==> src/rtl/uart_rxf_pkg.sv <==
package uart_rxf_pkg;
    localparam int ADDR_W = 3;
    localparam int WR_W   = 4;

    localparam logic [ADDR_W-1:0] A_DATA   = 3'd0;
    localparam logic [ADDR_W-1:0] A_STATUS = 3'd1;
    localparam logic [ADDR_W-1:0] A_CLEAR  = 3'd2;
    localparam logic [ADDR_W-1:0] A_TRIG   = 3'd3;
    localparam logic [ADDR_W-1:0] A_RUN    = 3'd4;

    localparam int B_FULL = 0;
    localparam int B_PAR  = 1;
    localparam int B_FRM  = 2;
    localparam int B_OVR  = 3;
    localparam int B_START = 0;
    localparam int B_STOP  = 1;

    typedef struct packed {
        logic ovr;
        logic frm;
        logic par;
        logic full;
    } rx_flags_t;
endpackage

==> src/rtl/rxf_flag_bank.sv <==
module rxf_flag_bank
    import uart_rxf_pkg::*;
#(
    parameter int DATA_W = 8
) (
    input  logic              clk,
    input  logic              rst_n,
    input  logic              chan_en,
    input  logic              rx_done,
    input  logic [DATA_W-1:0] rx_byte,
    input  logic              rx_parity_bad,
    input  logic              rx_stop_bad,
    input  logic              data_rd,
    input  logic              clr_wr,
    input  logic [WR_W-1:0]   clr_mask,
    output rx_flags_t         flags_o,
    output logic [DATA_W-1:0] data_o
);
    typedef struct packed {
        rx_flags_t         f;
        logic [DATA_W-1:0] data;
    } bank_t;

    bank_t st_d, st_q;
    logic  take;
    logic  [WR_W-1:0] clr_v;

    always_comb begin
        st_d  = st_q;
        take  = rx_done && chan_en;
        clr_v = clr_wr ? clr_mask : '0;
        if (data_rd)
            st_d.f.full = 1'b0;
        st_d.f.par = st_q.f.par & ~clr_v[B_PAR];
        st_d.f.frm = st_q.f.frm & ~clr_v[B_FRM];
        st_d.f.ovr = st_q.f.ovr & ~clr_v[B_OVR];
        if (take) begin
            st_d.data   = rx_byte;
            st_d.f.full = 1'b1;
            if (rx_parity_bad) st_d.f.par = 1'b1;
            if (rx_stop_bad)   st_d.f.frm = 1'b1;
            if (st_q.f.full && !data_rd) st_d.f.ovr = 1'b1;
        end
    end

    always_ff @(posedge clk or negedge rst_n) begin
        if (!rst_n) st_q <= '0;
        else        st_q <= st_d;
    end

    assign flags_o = st_q.f;
    assign data_o  = st_q.data;


    overrun_set_chk: assert property (@(posedge clk) disable iff (!rst_n)
        (chan_en && rx_done && flags_o.full && !data_rd) |=> flags_o.ovr);

    parity_set_chk: assert property (@(posedge clk) disable iff (!rst_n)
        (chan_en && rx_done && rx_parity_bad) |=> flags_o.par);

    framing_set_chk: assert property (@(posedge clk) disable iff (!rst_n)
        (chan_en && rx_done && rx_stop_bad) |=> flags_o.frm);

    full_drop_chk: assert property (@(posedge clk) disable iff (!rst_n)
        (data_rd && !(chan_en && rx_done)) |=> !flags_o.full);

    idle_hold_chk: assert property (@(posedge clk) disable iff (!rst_n)
        (!chan_en && !data_rd && !clr_wr) |=> ($stable(flags_o) && $stable(data_o)));
endmodule

==> src/rtl/rxf_run_ctrl.sv <==
module rxf_run_ctrl
    import uart_rxf_pkg::*;
(
    input  logic clk,
    input  logic rst_n,
    input  logic trig_wr,
    input  logic start_bit,
    input  logic stop_bit,
    output logic en_o
);
    logic en_d, en_q;

    always_comb begin
        en_d = en_q;
        if (trig_wr) begin
            if (stop_bit)       en_d = 1'b0;
            else if (start_bit) en_d = 1'b1;
        end
    end

    always_ff @(posedge clk or negedge rst_n) begin
        if (!rst_n) en_q <= 1'b0;
        else        en_q <= en_d;
    end

    assign en_o = en_q;


    stop_wins_chk: assert property (@(posedge clk) disable iff (!rst_n)
        (trig_wr && stop_bit) |=> !en_o);

    start_run_chk: assert property (@(posedge clk) disable iff (!rst_n)
        (trig_wr && start_bit && !stop_bit) |=> en_o);

    en_hold_chk: assert property (@(posedge clk) disable iff (!rst_n)
        !trig_wr |=> $stable(en_o));
endmodule

==> src/rtl/rxf_read_mux.sv <==
module rxf_read_mux
    import uart_rxf_pkg::*;
#(
    parameter int DATA_W = 8
) (
    input  logic [ADDR_W-1:0] addr,
    input  rx_flags_t         flags,
    input  logic [DATA_W-1:0] data,
    input  logic              en,
    output logic [DATA_W-1:0] rdata
);
    localparam int FLAG_W = $bits(rx_flags_t);

    always_comb begin
        rdata = '0;
        case (addr)
            A_DATA:   rdata = data;
            A_STATUS: rdata[FLAG_W-1:0] = flags;
            A_RUN:    rdata[0] = en;
            default:  rdata = '0;
        endcase
    end
endmodule

==> src/rtl/uart_rx_flag_ctrl.sv <==
module uart_rx_flag_ctrl
    import uart_rxf_pkg::*;
#(
    parameter int DATA_W = 8
) (
    input  logic              clk,
    input  logic              rst_n,
    input  logic              reg_rd,
    input  logic              reg_wr,
    input  logic [2:0]        reg_addr,
    input  logic [3:0]        reg_wdata,
    output logic [DATA_W-1:0] reg_rdata,
    input  logic              rx_done,
    input  logic [DATA_W-1:0] rx_byte,
    input  logic              rx_parity_bad,
    input  logic              rx_stop_bad,
    output logic              chan_en
);
    logic      data_rd, clr_wr, trig_wr;
    rx_flags_t flags;
    logic [DATA_W-1:0] data;

    assign data_rd = reg_rd && (reg_addr == A_DATA);
    assign clr_wr  = reg_wr && (reg_addr == A_CLEAR);
    assign trig_wr = reg_wr && (reg_addr == A_TRIG);

    rxf_flag_bank #(.DATA_W(DATA_W)) u_bank (
        .clk(clk), .rst_n(rst_n), .chan_en(chan_en),
        .rx_done(rx_done), .rx_byte(rx_byte),
        .rx_parity_bad(rx_parity_bad), .rx_stop_bad(rx_stop_bad),
        .data_rd(data_rd), .clr_wr(clr_wr), .clr_mask(reg_wdata),
        .flags_o(flags), .data_o(data)
    );

    rxf_run_ctrl u_run (
        .clk(clk), .rst_n(rst_n), .trig_wr(trig_wr),
        .start_bit(reg_wdata[B_START]), .stop_bit(reg_wdata[B_STOP]),
        .en_o(chan_en)
    );

    rxf_read_mux #(.DATA_W(DATA_W)) u_mux (
        .addr(reg_addr), .flags(flags), .data(data), .en(chan_en),
        .rdata(reg_rdata)
    );
endmodule

==> config.mk <==
export PLATFORM = sky130hd
export DESIGN_NAME = uart_rx_flag_ctrl
export DESIGN_NICKNAME = d
export VERILOG_FILES = /design/src/rtl/uart_rxf_pkg.sv /design/src/rtl/rxf_flag_bank.sv /design/src/rtl/rxf_run_ctrl.sv /design/src/rtl/rxf_read_mux.sv /design/src/rtl/uart_rx_flag_ctrl.sv
export SDC_FILE = /design/constraint.sdc
export NUM_CORES = 1
export LEC_CHECK = 0
export BUFFER_PORTS_ARGS = -buffer_cell sky130_fd_sc_hd__buf_2
export CORE_MARGIN = 2
export CORE_UTILIZATION = 27
export CTS_BUF_LIST = sky130_fd_sc_hd__clkbuf_16
export DETAILED_ROUTE_END_ITERATION = 7
export PLACE_DENSITY = 0.54
export SLEW_MARGIN = 25
export SYNTH_ARGS = -nofsm -noshare
export SYNTH_HDL_FRONTEND = slang
export SYNTH_SLANG_ARGS = --single-unit
==> constraint.sdc <==
create_clock -name clk -period 1.3 [get_ports clk]
set_clock_uncertainty 0.05 [all_clocks]
set_input_delay 0.065 -clock clk [delete_from_list [all_inputs] [get_ports clk]]
set_output_delay 0.065 -clock clk [all_outputs]
set_load 0.01 [all_outputs]
==> flow_summary.json, run 1 <==
{
  "reg2regPathDepth": 3,
  "slew_headroom": 0.8063,
  "insertion_delay_ns": 0.24,
  "yosys-top-cells-area": "dfrtp_1 52%, mux2_2 14%, mux2i_1 6.4%",
  "crit_path_max_incr_delay_ns": 0.38,
  "start_util": 0.2838,
  "core_area_um2": 2191,
  "drc": 0,
  "final.period_utilization": 0.9661,
  "antennaDiodeCount": 0,
  "cts-buffers-inserted": 3,
  "clk_pin_slew_worst_paths_ns": 0.04,
  "critPathLaunch": "u_run.en_o",
  "leakagePower_nw": 0.4604,
  "grt_max_degree": 14,
  "final_nets": 111,
  "slew_viol_final": 0,
  "synth-seq-area-share": 0.5231,
  "tightest_slew_ns": 0.2905,
  "track_usage": 0.1257,
  "internal_power_mw": 1.143,
  "layout-drive-gt1-share": 0.5455,
  "wl_per_cell_um": 12.61,
  "crit_end": "reg_rdata[0]",
  "cp-end-kind": "output pin",
  "cp-start-kind": "flop",
  "slowest_stage": "dfrtp_1",
  "synthCells": 50,
  "power_switching_mw": 0.3655,
  "place_congestion": 0.7370,
  "p_sw_frac": 0.2423,
  "fin_util": 0.4215,
  "cts_root_buf": "clkbuf_16",
  "regArea_um2": 325.3,
  "synth_seq_cells": 13,
  "hold_depth": 2,
  "comb_power_share": 0.236,
  "r2r-start": "u_run.en_o",
  "ff2ff_setup_slack_ns": 0.09,
  "first_global_vias": 525,
  "grt_overflow": 0,
  "antenna_found_initial": 0,
  "drtIter0Drc": 6,
  "multiInputGateArea_um2": 290.3,
  "netlist_area_um2": 621.8,
  "postRouteAntennaNets": 0,
  "clkPwrFrac": 0.372,
  "critical_path.max_fanout": 2,
  "timing.fmax_mhz": 796.2,
  "critPathBufInv": 2,
  "clock-sinks": 13,
  "die_area_um2": 2703,
  "firstDrtPassIters": 4,
  "cp_top_family": "flip-flops",
  "power_frac_seq": 0.392,
  "ioPinCount": 31,
  "drv_cap": 0,
  "num_rows": 17,
  "finalHoldViolCount": 0,
  "r2r-end": "u_bank.data_o[6]",
  "num_vias": 535,
  "max-vdd-ir-drop_v": 0.0006420,
  "min_period_ns": 1.256,
  "syn2layout_area_growth_pct": 48.49,
  "cts_tree": "built",
  "required_ns": 1.19,
  "die_w_um": 51.99,
  "route.final.wire_length_um": 1463,
  "hpwl_um": 1076,
  "yosys_warnings": 0,
  "yosys.area.top_type_share": 0.5231,
  "fin_setup_tns_ns": 0,
  "htreeDepth": 1,
  "die_h_um": 51.99,
  "power_density_nw_per_um2": 1634,
  "cp_cell_sequence": "buf_6, nand2_1, o22a_1, nor2_1, buf_2",
  "setup_viol": 0,
  "path_class": "reg2out",
  "hold_path_class": "in2reg",
  "status": "complete, no violations",
  "nFillCells": 233,
  "synth_cell_type_count": 16,
  "viasPerCell": 4.612,
  "cp.depth": 5,
  "cp_data_arrival_time_ns": 1.14,
  "port_buffers": 30,
  "synth.avg_cell_area_um2": 12.44,
  "clockBufferDepth": 2,
  "synth.largest_area_cell": "dfrtp_1",
  "grt_pass1_wl_um": 2408,
  "synth_fp_nets": 72
}
==> power by group through the flow <==
stage | Combinational, mW | Sequential, mW | Clock, mW
floorplan | 0.204 | 0.582 | 0
global placement | 0.316 | 0.591 | 0
detailed placement | 0.325 | 0.592 | 0
CTS | 0.331 | 0.591 | 0.572
global route | 0.396 | 0.606 | 0.596
finish | 0.356 | 0.591 | 0.561
==> cell type report <==
cell class | count | area share
clock inverter | 1 | 0.004065
multi-input combinational | 36 | 0.3144
clock buffer | 3 | 0.08130
sequential | 13 | 0.3523
tap | 28 | 0.03794
timing repair buffer | 35 | 0.2100
==> synth_stat cells (all sizes together) <==
cell     instances
a32o             2
o2bb2ai          1
and4bb           1
mux2i            4
buf              1
dfrtp           13
nand2            6
mux2             8
and2             4
a21bo            1
nor3             4
and3b            1
nor2             1
o22a             1
a31oi            2
==> flip-flops by register name (all words and copies together), names as in the netlist <==
| name | flops |
|---|---|
| u_bank.data_o | 8 |
| u_bank.flags_o | 4 |
| u_run.en_o | 1 |
==> worst min path at each step <==
stage / startpoint / endpoint / slack, ns
finish: rx_byte[4] / u_bank.data_o[4] / 0.009
global route: rx_byte[4] / u_bank.data_o[4] / 0.01
CTS: rx_byte[4] / u_bank.data_o[4] / 0.009
detailed placement: rst_n / u_bank.flags_o[2] / -0.09
global placement: rst_n / u_bank.flags_o[2] / -0.09
floorplan: rst_n / u_bank.data_o[0] / -0.28
==> timing repair <==
item,4_1_cts,5_1_grt
endpoints found under the hold margin,13,0
resized for setup,0,2
endpoints found under the setup margin,0,1
hold buffers,1,0
buffers inserted,0,2
==> cell families (layout without fill, tap and decap cells) <==
logic type             after synthesis  after routing  share of synthesized area
DFF                                 13             13                     0.5231
and+or+nand+nor                     17             17                     0.1529
muxes                               12             12                     0.2093
AOI/OAI and AO/OA                    7              7                    0.09658
buffers and inverters                1             39                    0.01811
==> metrics by stage <==
| step | area [um2] | hold slack [ns] | cells | worst slack [ns] | total power, mW |
|---|---|---|---|---|---|
| 6_report | 923.4 | 0.008784 | 116 | 0.04405 | 1.509 |
| 5_1_grt | 923.4 | 0.01121 | 116 | -0.01717 | 1.599 |
| 4_1_cts | 899.6 | 0.008561 | 114 | 0.01481 | 1.494 |
| 3_5_place_dp | 810.8 | -0.08881 | 109 | 0.1748 | 0.9168 |
| 3_3_place_gp | 810.8 | -0.08956 | 109 | 0.2111 | 0.9075 |
| 2_1_floorplan | 621.8 | -0.2806 | 50 | 0.1564 | 0.7855 |
==> placed cells by master, fill, tap and decap left out, types with 2 or more instances in the layout <==
cell type | netlist | final
mux2i_1 | 4 | 4
and2_1 | 4 | 4
buf_4 | 0 | 3
nand2_1 | 5 | 5
buf_2 | 0 | 30
nor3_1 | 4 | 4
a32o_1 | 2 | 2
clkbuf_16 | 0 | 3
dfrtp_1 | 13 | 13
a31oi_1 | 2 | 2
mux2_2 | 8 | 8
==> routing by layer <==
metal	routed length [um]	vias to the layer above	global-route usage
met2	773	11	0.2110
met4	27	0	0.09211
met5	0	-	0
li1	-	264	-
met3	54	2	0.01149
met1	607	258	0.1481
No activity file was read; power rests on OpenSTA's default activity.
==> run 2, diff against run 1 <==
Settings changed: GPL_TIMING_DRIVEN set to 0, PLACE_DENSITY 0.54 to 0.63.
==> run 2 against run 1 <==
Net effect:
- core utilization decreased by 0.97 points
- register-to-register slack improved by 0.02 ns
- via count rose by 0.19%
- critical path depth down 1
==> flow_summary.json, run 2 (synthesis results as in run 1) <==
{
  "final.period_utilization": 0.9350,
  "cts-buffers-inserted": 3,
  "num_vias": 536,
  "layout-drive-gt1-share": 0.5294,
  "rsz0062_at_grt": "no",
  "cts_tree": "built",
  "mostFrequentLayoutCells": "29 x buf_2, 12 x dfrtp_1, 8 x mux2_2",
  "final_nets": 108,
  "cp-start-kind": "flop",
  "nFillCells": 218,
  "clkPwrFrac": 0.388,
  "power_switching_mw": 0.3466,
  "cp_top_family": "flip-flops",
  "slew_viol_final": 0,
  "clock-sinks": 13,
  "drc": 0,
  "p_sw_frac": 0.2370,
  "layout_commonest_cell": "buf_2",
  "crit_path_max_incr_delay_ns": 0.42,
  "antenna_found_initial": 0,
  "start_util": 0.2838,
  "tightest_slew_ns": 0.4543,
  "grt_overflow": 0,
  "max-vdd-ir-drop_v": 0.0006903,
  "grt_pass1_wl_um": 2290,
  "power_frac_seq": 0.405,
  "min_period_ns": 1.216,
  "cp_data_arrival_time_ns": 1.10,
  "comb_power_share": 0.207,
  "cts_root_buf": "clkbuf_16",
  "hold_depth": 2,
  "drtIter0Drc": 6,
  "die_w_um": 51.99,
  "leakagePower_nw": 0.4392,
  "hpwl_um": 1052,
  "critical_path.max_fanout": 6,
  "slowest_stage": "dfrtp_2",
  "timing.fmax_mhz": 822.7,
  "num_rows": 17,
  "track_usage": 0.1183,
  "setup_viol": 0,
  "clk_pin_slew_worst_paths_ns": 0.04,
  "internal_power_mw": 1.116,
  "insertion_delay_ns": 0.24,
  "viasPerCell": 4.743,
  "place_congestion": 0.7165,
  "postRouteAntennaNets": 0,
  "cp_cell_sequence": "nand2_1, o22a_1, nor2_1, buf_2",
  "largest_reg_flops": 8,
  "syn2layout_area_growth_pct": 45.07,
  "required_ns": 1.19,
  "grt_max_degree": 14,
  "fin_util": 0.4118,
  "slew_headroom": 0.6948,
  "reg2regPathDepth": 2,
  "post-cts-setup-buffers": 0,
  "die_area_um2": 2703,
  "firstDrtPassIters": 4,
  "core_area_um2": 2191,
  "cp-end-kind": "output pin",
  "htreeDepth": 1,
  "hold_path_class": "in2reg",
  "antennaDiodeCount": 0,
  "status": "complete, no violations",
  "route.final.wire_length_um": 1363,
  "power_density_nw_per_um2": 1621,
  "ioPinCount": 31,
  "drv_cap": 0,
  "critPathBufInv": 1,
  "first_global_vias": 537,
  "path_class": "reg2out",
  "cp.depth": 4,
  "port_buffers": 29,
  "wl_per_cell_um": 12.06,
  "fin_setup_tns_ns": 0,
  "die_h_um": 51.99,
  "clockBufferDepth": 2,
  "finalHoldViolCount": 0
}
run 2: final cells by class:
cell class,instances,area [um2],share of cell area
flip-flops and latches,13,326.6,0.3620
clock inverters,1,3.754,0.004161
plain buffers,1,11.26,0.01248
repair buffers,31,165.2,0.1831
multi-input cells,36,285.3,0.3162
well taps,28,35.03,0.03883
clock buffers,3,75.07,0.08322
run 2: power by group through the flow:
stage | Clock, mW | Combinational (mW) | Sequential, mW
after detailed placement | 0 | 0.303 | 0.598
final | 0.567 | 0.303 | 0.592
after CTS | 0.582 | 0.309 | 0.592
after floorplan | 0 | 0.204 | 0.582
after global placement | 0 | 0.295 | 0.593
after global routing | 0.602 | 0.338 | 0.616
run 2: path summary, 6_finish.rpt:
kind / startpoint / endpoint / slack, ns
setup / recovery: u_run.en_o / reg_rdata[0] / 0.08
max in group asynchronous: rst_n / u_run.en_o / 0.76
setup reg to reg: u_run.en_o / u_bank.data_o[7] / 0.11
hold / removal: rx_byte[0] / u_bank.data_o[0] / 0.004
hold reg to reg: u_bank.flags_o[3] / u_bank.flags_o[3] / 0.44
min in group asynchronous: rst_n / u_bank.data_o[0] / 0.19
run 2: metal layers:
layer  global-route usage  routed length (um)  part of all wire
met5                    0                   0                 0
met1               0.1349                 556              0.41
met3              0.02299                  90             0.066
met4              0.09211                  44             0.032
met2               0.1920                 671              0.49
run 2: repair_timing:
item                                    CTS  global route
endpoints found under the setup margin    0             1
resized for setup                         0             1
hold endpoints to repair                 14             0
hold buffers                              2             0
run 2: through the flow:
| step | hold WS, ns | setup WS [ns] | instances | instance area (um2) | power, mW |
|---|---|---|---|---|---|
| floorplan | -0.2806 | 0.1564 | 50 | 621.8 | 0.7855 |
| global placement | -0.08557 | 0.1073 | 107 | 802.0 | 0.8878 |
| detailed placement | -0.07953 | 0.08652 | 107 | 802.0 | 0.9013 |
| CTS | 0.0009570 | 0.02931 | 113 | 900.9 | 1.483 |
| global route | 0.003125 | 0.01624 | 113 | 902.1 | 1.555 |
| finish | 0.003821 | 0.08444 | 113 | 902.1 | 1.462 |
==> run 3, diff against run 2 <==
Settings changed: ABC_AREA set to 1, PLACE_DENSITY 0.63 to 0.62.
==> run 3 against run 2 <==
Net effect:
- critical path depth decreased by 1
- register-to-register slack improved by 0.11 ns
- total power increased by 7.7%
- first-iteration DRC count increased by 50%
- global-route usage increased by 2.4 points
- sequential share of layout area decreased by 4.9 points
- largest power group unchanged
==> flow_summary.json, run 3 <==
{
  "synth.avg_cell_area_um2": 7.550,
  "cp_data_arrival_time_ns": 1.04,
  "cts-buffers-inserted": 3,
  "postRouteAntennaNets": 0,
  "nFillCells": 227,
  "yosys.area.top_type_share": 0.4896,
  "die_w_um": 53.61,
  "tightest_slew_ns": 0.2879,
  "synth_seq_cells": 13,
  "drtIter0Drc": 9,
  "slew_viol_final": 0,
  "crit_path_max_incr_delay_ns": 0.41,
  "placed_cell_area_um2": 849.6,
  "largest_reg_flops": 8,
  "layout_commonest_cell": "nand2_1",
  "synth_fp_nets": 110,
  "yosys-top-cells-area": "dfrtp_1 49%, nand2_1 23%, o21ai_2 5.3%",
  "slowest_stage": "dfrtp_1",
  "path_class": "reg2out",
  "synth_flop_cell": "dfrtp_1",
  "status": "complete, no violations",
  "cpMostUsedCell": "o21ai_0",
  "stdcell_area_um2": 1039,
  "grt_max_degree": 14,
  "layout-drive-gt1-share": 0.3158,
  "route.final.wire_length_um": 1622,
  "port_buffers": 30,
  "drc": 0,
  "die_area_um2": 2874,
  "antenna_found_initial": 0,
  "ys_async_sr_fraction": 1.000,
  "dp_slack_ns": 0.2179,
  "cp_cell_sequence": "o21ai_0, o21ai_0, buf_2",
  "synth-edff-count": 0,
  "track_usage": 0.1423,
  "antennaDiodeCount": 0,
  "ioPinCount": 31,
  "synthCells": 88,
  "grt_pass1_wl_um": 2904,
  "grt_overflow": 0,
  "insertion_delay_ns": 0.24,
  "core_area_um2": 2276,
  "leakagePower_nw": 0.5789,
  "synth_cell_type_count": 12,
  "post-cts-setup-buffers": 0,
  "synth.largest_area_cell": "dfrtp_1",
  "die_h_um": 53.61,
  "cp-end-kind": "output pin",
  "wl_per_cell_um": 10.07,
  "required_ns": 1.19,
  "clockBufferDepth": 2,
  "hpwl_um": 1207,
  "firstDrtPassIters": 4,
  "place_congestion": 0.7918,
  "rsz0062_at_grt": "no",
  "fin_ws_ns": 0.1496,
  "critical_path.max_fanout": 4,
  "mostFrequentLayoutCells": "40 x nand2_1, 30 x buf_2, 13 x dfrtp_1",
  "synth-seq-area-share": 0.4896,
  "viasPerCell": 4.329,
  "final_nets": 156,
  "synth.most_common_cell": "nand2_1",
  "htreeDepth": 1,
  "netlist_area_um2": 664.4,
  "max-vdd-ir-drop_v": 0.001157,
  "finalHoldViolCount": 0,
  "start_util": 0.2919,
  "slew_headroom": 0.8080,
  "cts_root_buf": "clkbuf_16",
  "timing.fmax_mhz": 869.3,
  "fin_setup_tns_ns": 0,
  "clk_pin_slew_worst_paths_ns": 0.04,
  "num_rows": 17,
  "hold_path_class": "in2reg",
  "first_global_vias": 716,
  "syn2layout_area_growth_pct": 56.31,
  "drv_cap": 0,
  "min_period_ns": 1.150,
  "final.period_utilization": 0.8849,
  "num_vias": 697,
  "power_density_nw_per_um2": 1517,
  "netlist_top_cells_count": "40 x nand2_1, 13 x dfrtp_1, 9 x nor2_1, 8 x inv_1",
  "clock-sinks": 13,
  "yosys_warnings": 0,
  "cp-start-kind": "flop",
  "setup_viol": 0,
  "cts_tree": "built"
}
[run 3: changes by cell type in the layout (fill, tap and decap cells not counted), moves of 2 or more]
cell / change
o21ai_0: +2
o21ai_2: +4
a31oi_1: -2
nand2_1: +35
nand4_1: +4
inv_1: +8
a32o_1: -2
dlygate4sd3_1: +9
mux2i_1: -4
nor3_1: -4
mux2_2: -8
and2_1: -4
nor2_1: +8
nand3_1: +3
[run 3: layout make-up]
cell class              count  area, um2  share of cell area
flip-flops and latches     13      325.3              0.3133
multi-input cells          65      287.8              0.2771
repair buffers             41      260.3              0.2506
clock buffers               3      75.07             0.07229
inverters                   9      36.28             0.03494
well taps                  28      35.03             0.03373
plain buffers               1      15.01             0.01446
clock inverters             1      3.754            0.003614
[run 3: repair_timing]
action / CTS / global route
resized for setup: 0 / 0
hold endpoints to repair: 23 / 0
hold buffers: 11 / 0
[run 3: worst max-delay path, delay by kind of cell, from the launching register on]
kind | cells | cell delay (ns)
compound gates | 2 | 0.24
flops | 1 | 0.41
buf+inv | 1 | 0.14
[run 3: logic make-up (layout without fill, tap and decap cells)]
kind of cell,after synthesis,after routing,share of synthesized area
DFF,13,13,0.4896
buffers and inverters,10,55,0.07721
AOI/OAI and AO/OA,6,6,0.06779
and+or+nand+nor,59,59,0.3653
[run 3: worst paths after layout]
kind / startpoint / slack, ns / cells past startpoint / end
max: u_run.en_o / 0.15 / 3 / reg_rdata[0]
min: reg_wdata[0] / 0.04 / 3 / u_run.en_o
max reg2reg: u_run.en_o / 0.22 / 5 / u_bank.flags_o[1]
min reg2reg: u_bank.data_o[0] / 0.43 / 2 / u_bank.data_o[0]
max in group asynchronous: rst_n / 0.78 / 2 / u_bank.flags_o[0]
min in group asynchronous: rst_n / 0.19 / 2 / u_bank.data_o[4]
[run 3: report_power, final]
part / total (mW) / internal (mW) / switching (mW)
clock network: 0.566 / 0.405 / 0.161
registers: 0.631 / 0.561 / 0.0701
logic: 0.379 / 0.175 / 0.204
total: 1.58 / 1.14 / 0.435
[run 3: metal layers]
layer  global-route usage  up-vias  wire length [um]
met4              0.06410        0                21
li1                     -      365                 -
met1               0.1763      300               779
met5                    0        -                 0
met3              0.03889        2               138
met2               0.2305       30               683
[run 3: metrics by stage]
step / util / hold slack (ns) / instances / total power, mW
floorplan: - / -0.2806 / 88 / 0.8656
global placement: 0.3733 / -0.08172 / 146 / 0.9804
detailed placement: 0.3733 / -0.08367 / 146 / 0.9959
CTS: 0.4563 / 0.04482 / 161 / 1.599
global route: 0.4563 / 0.07497 / 161 / 1.710
finish: 0.4563 / 0.04458 / 161 / 1.575
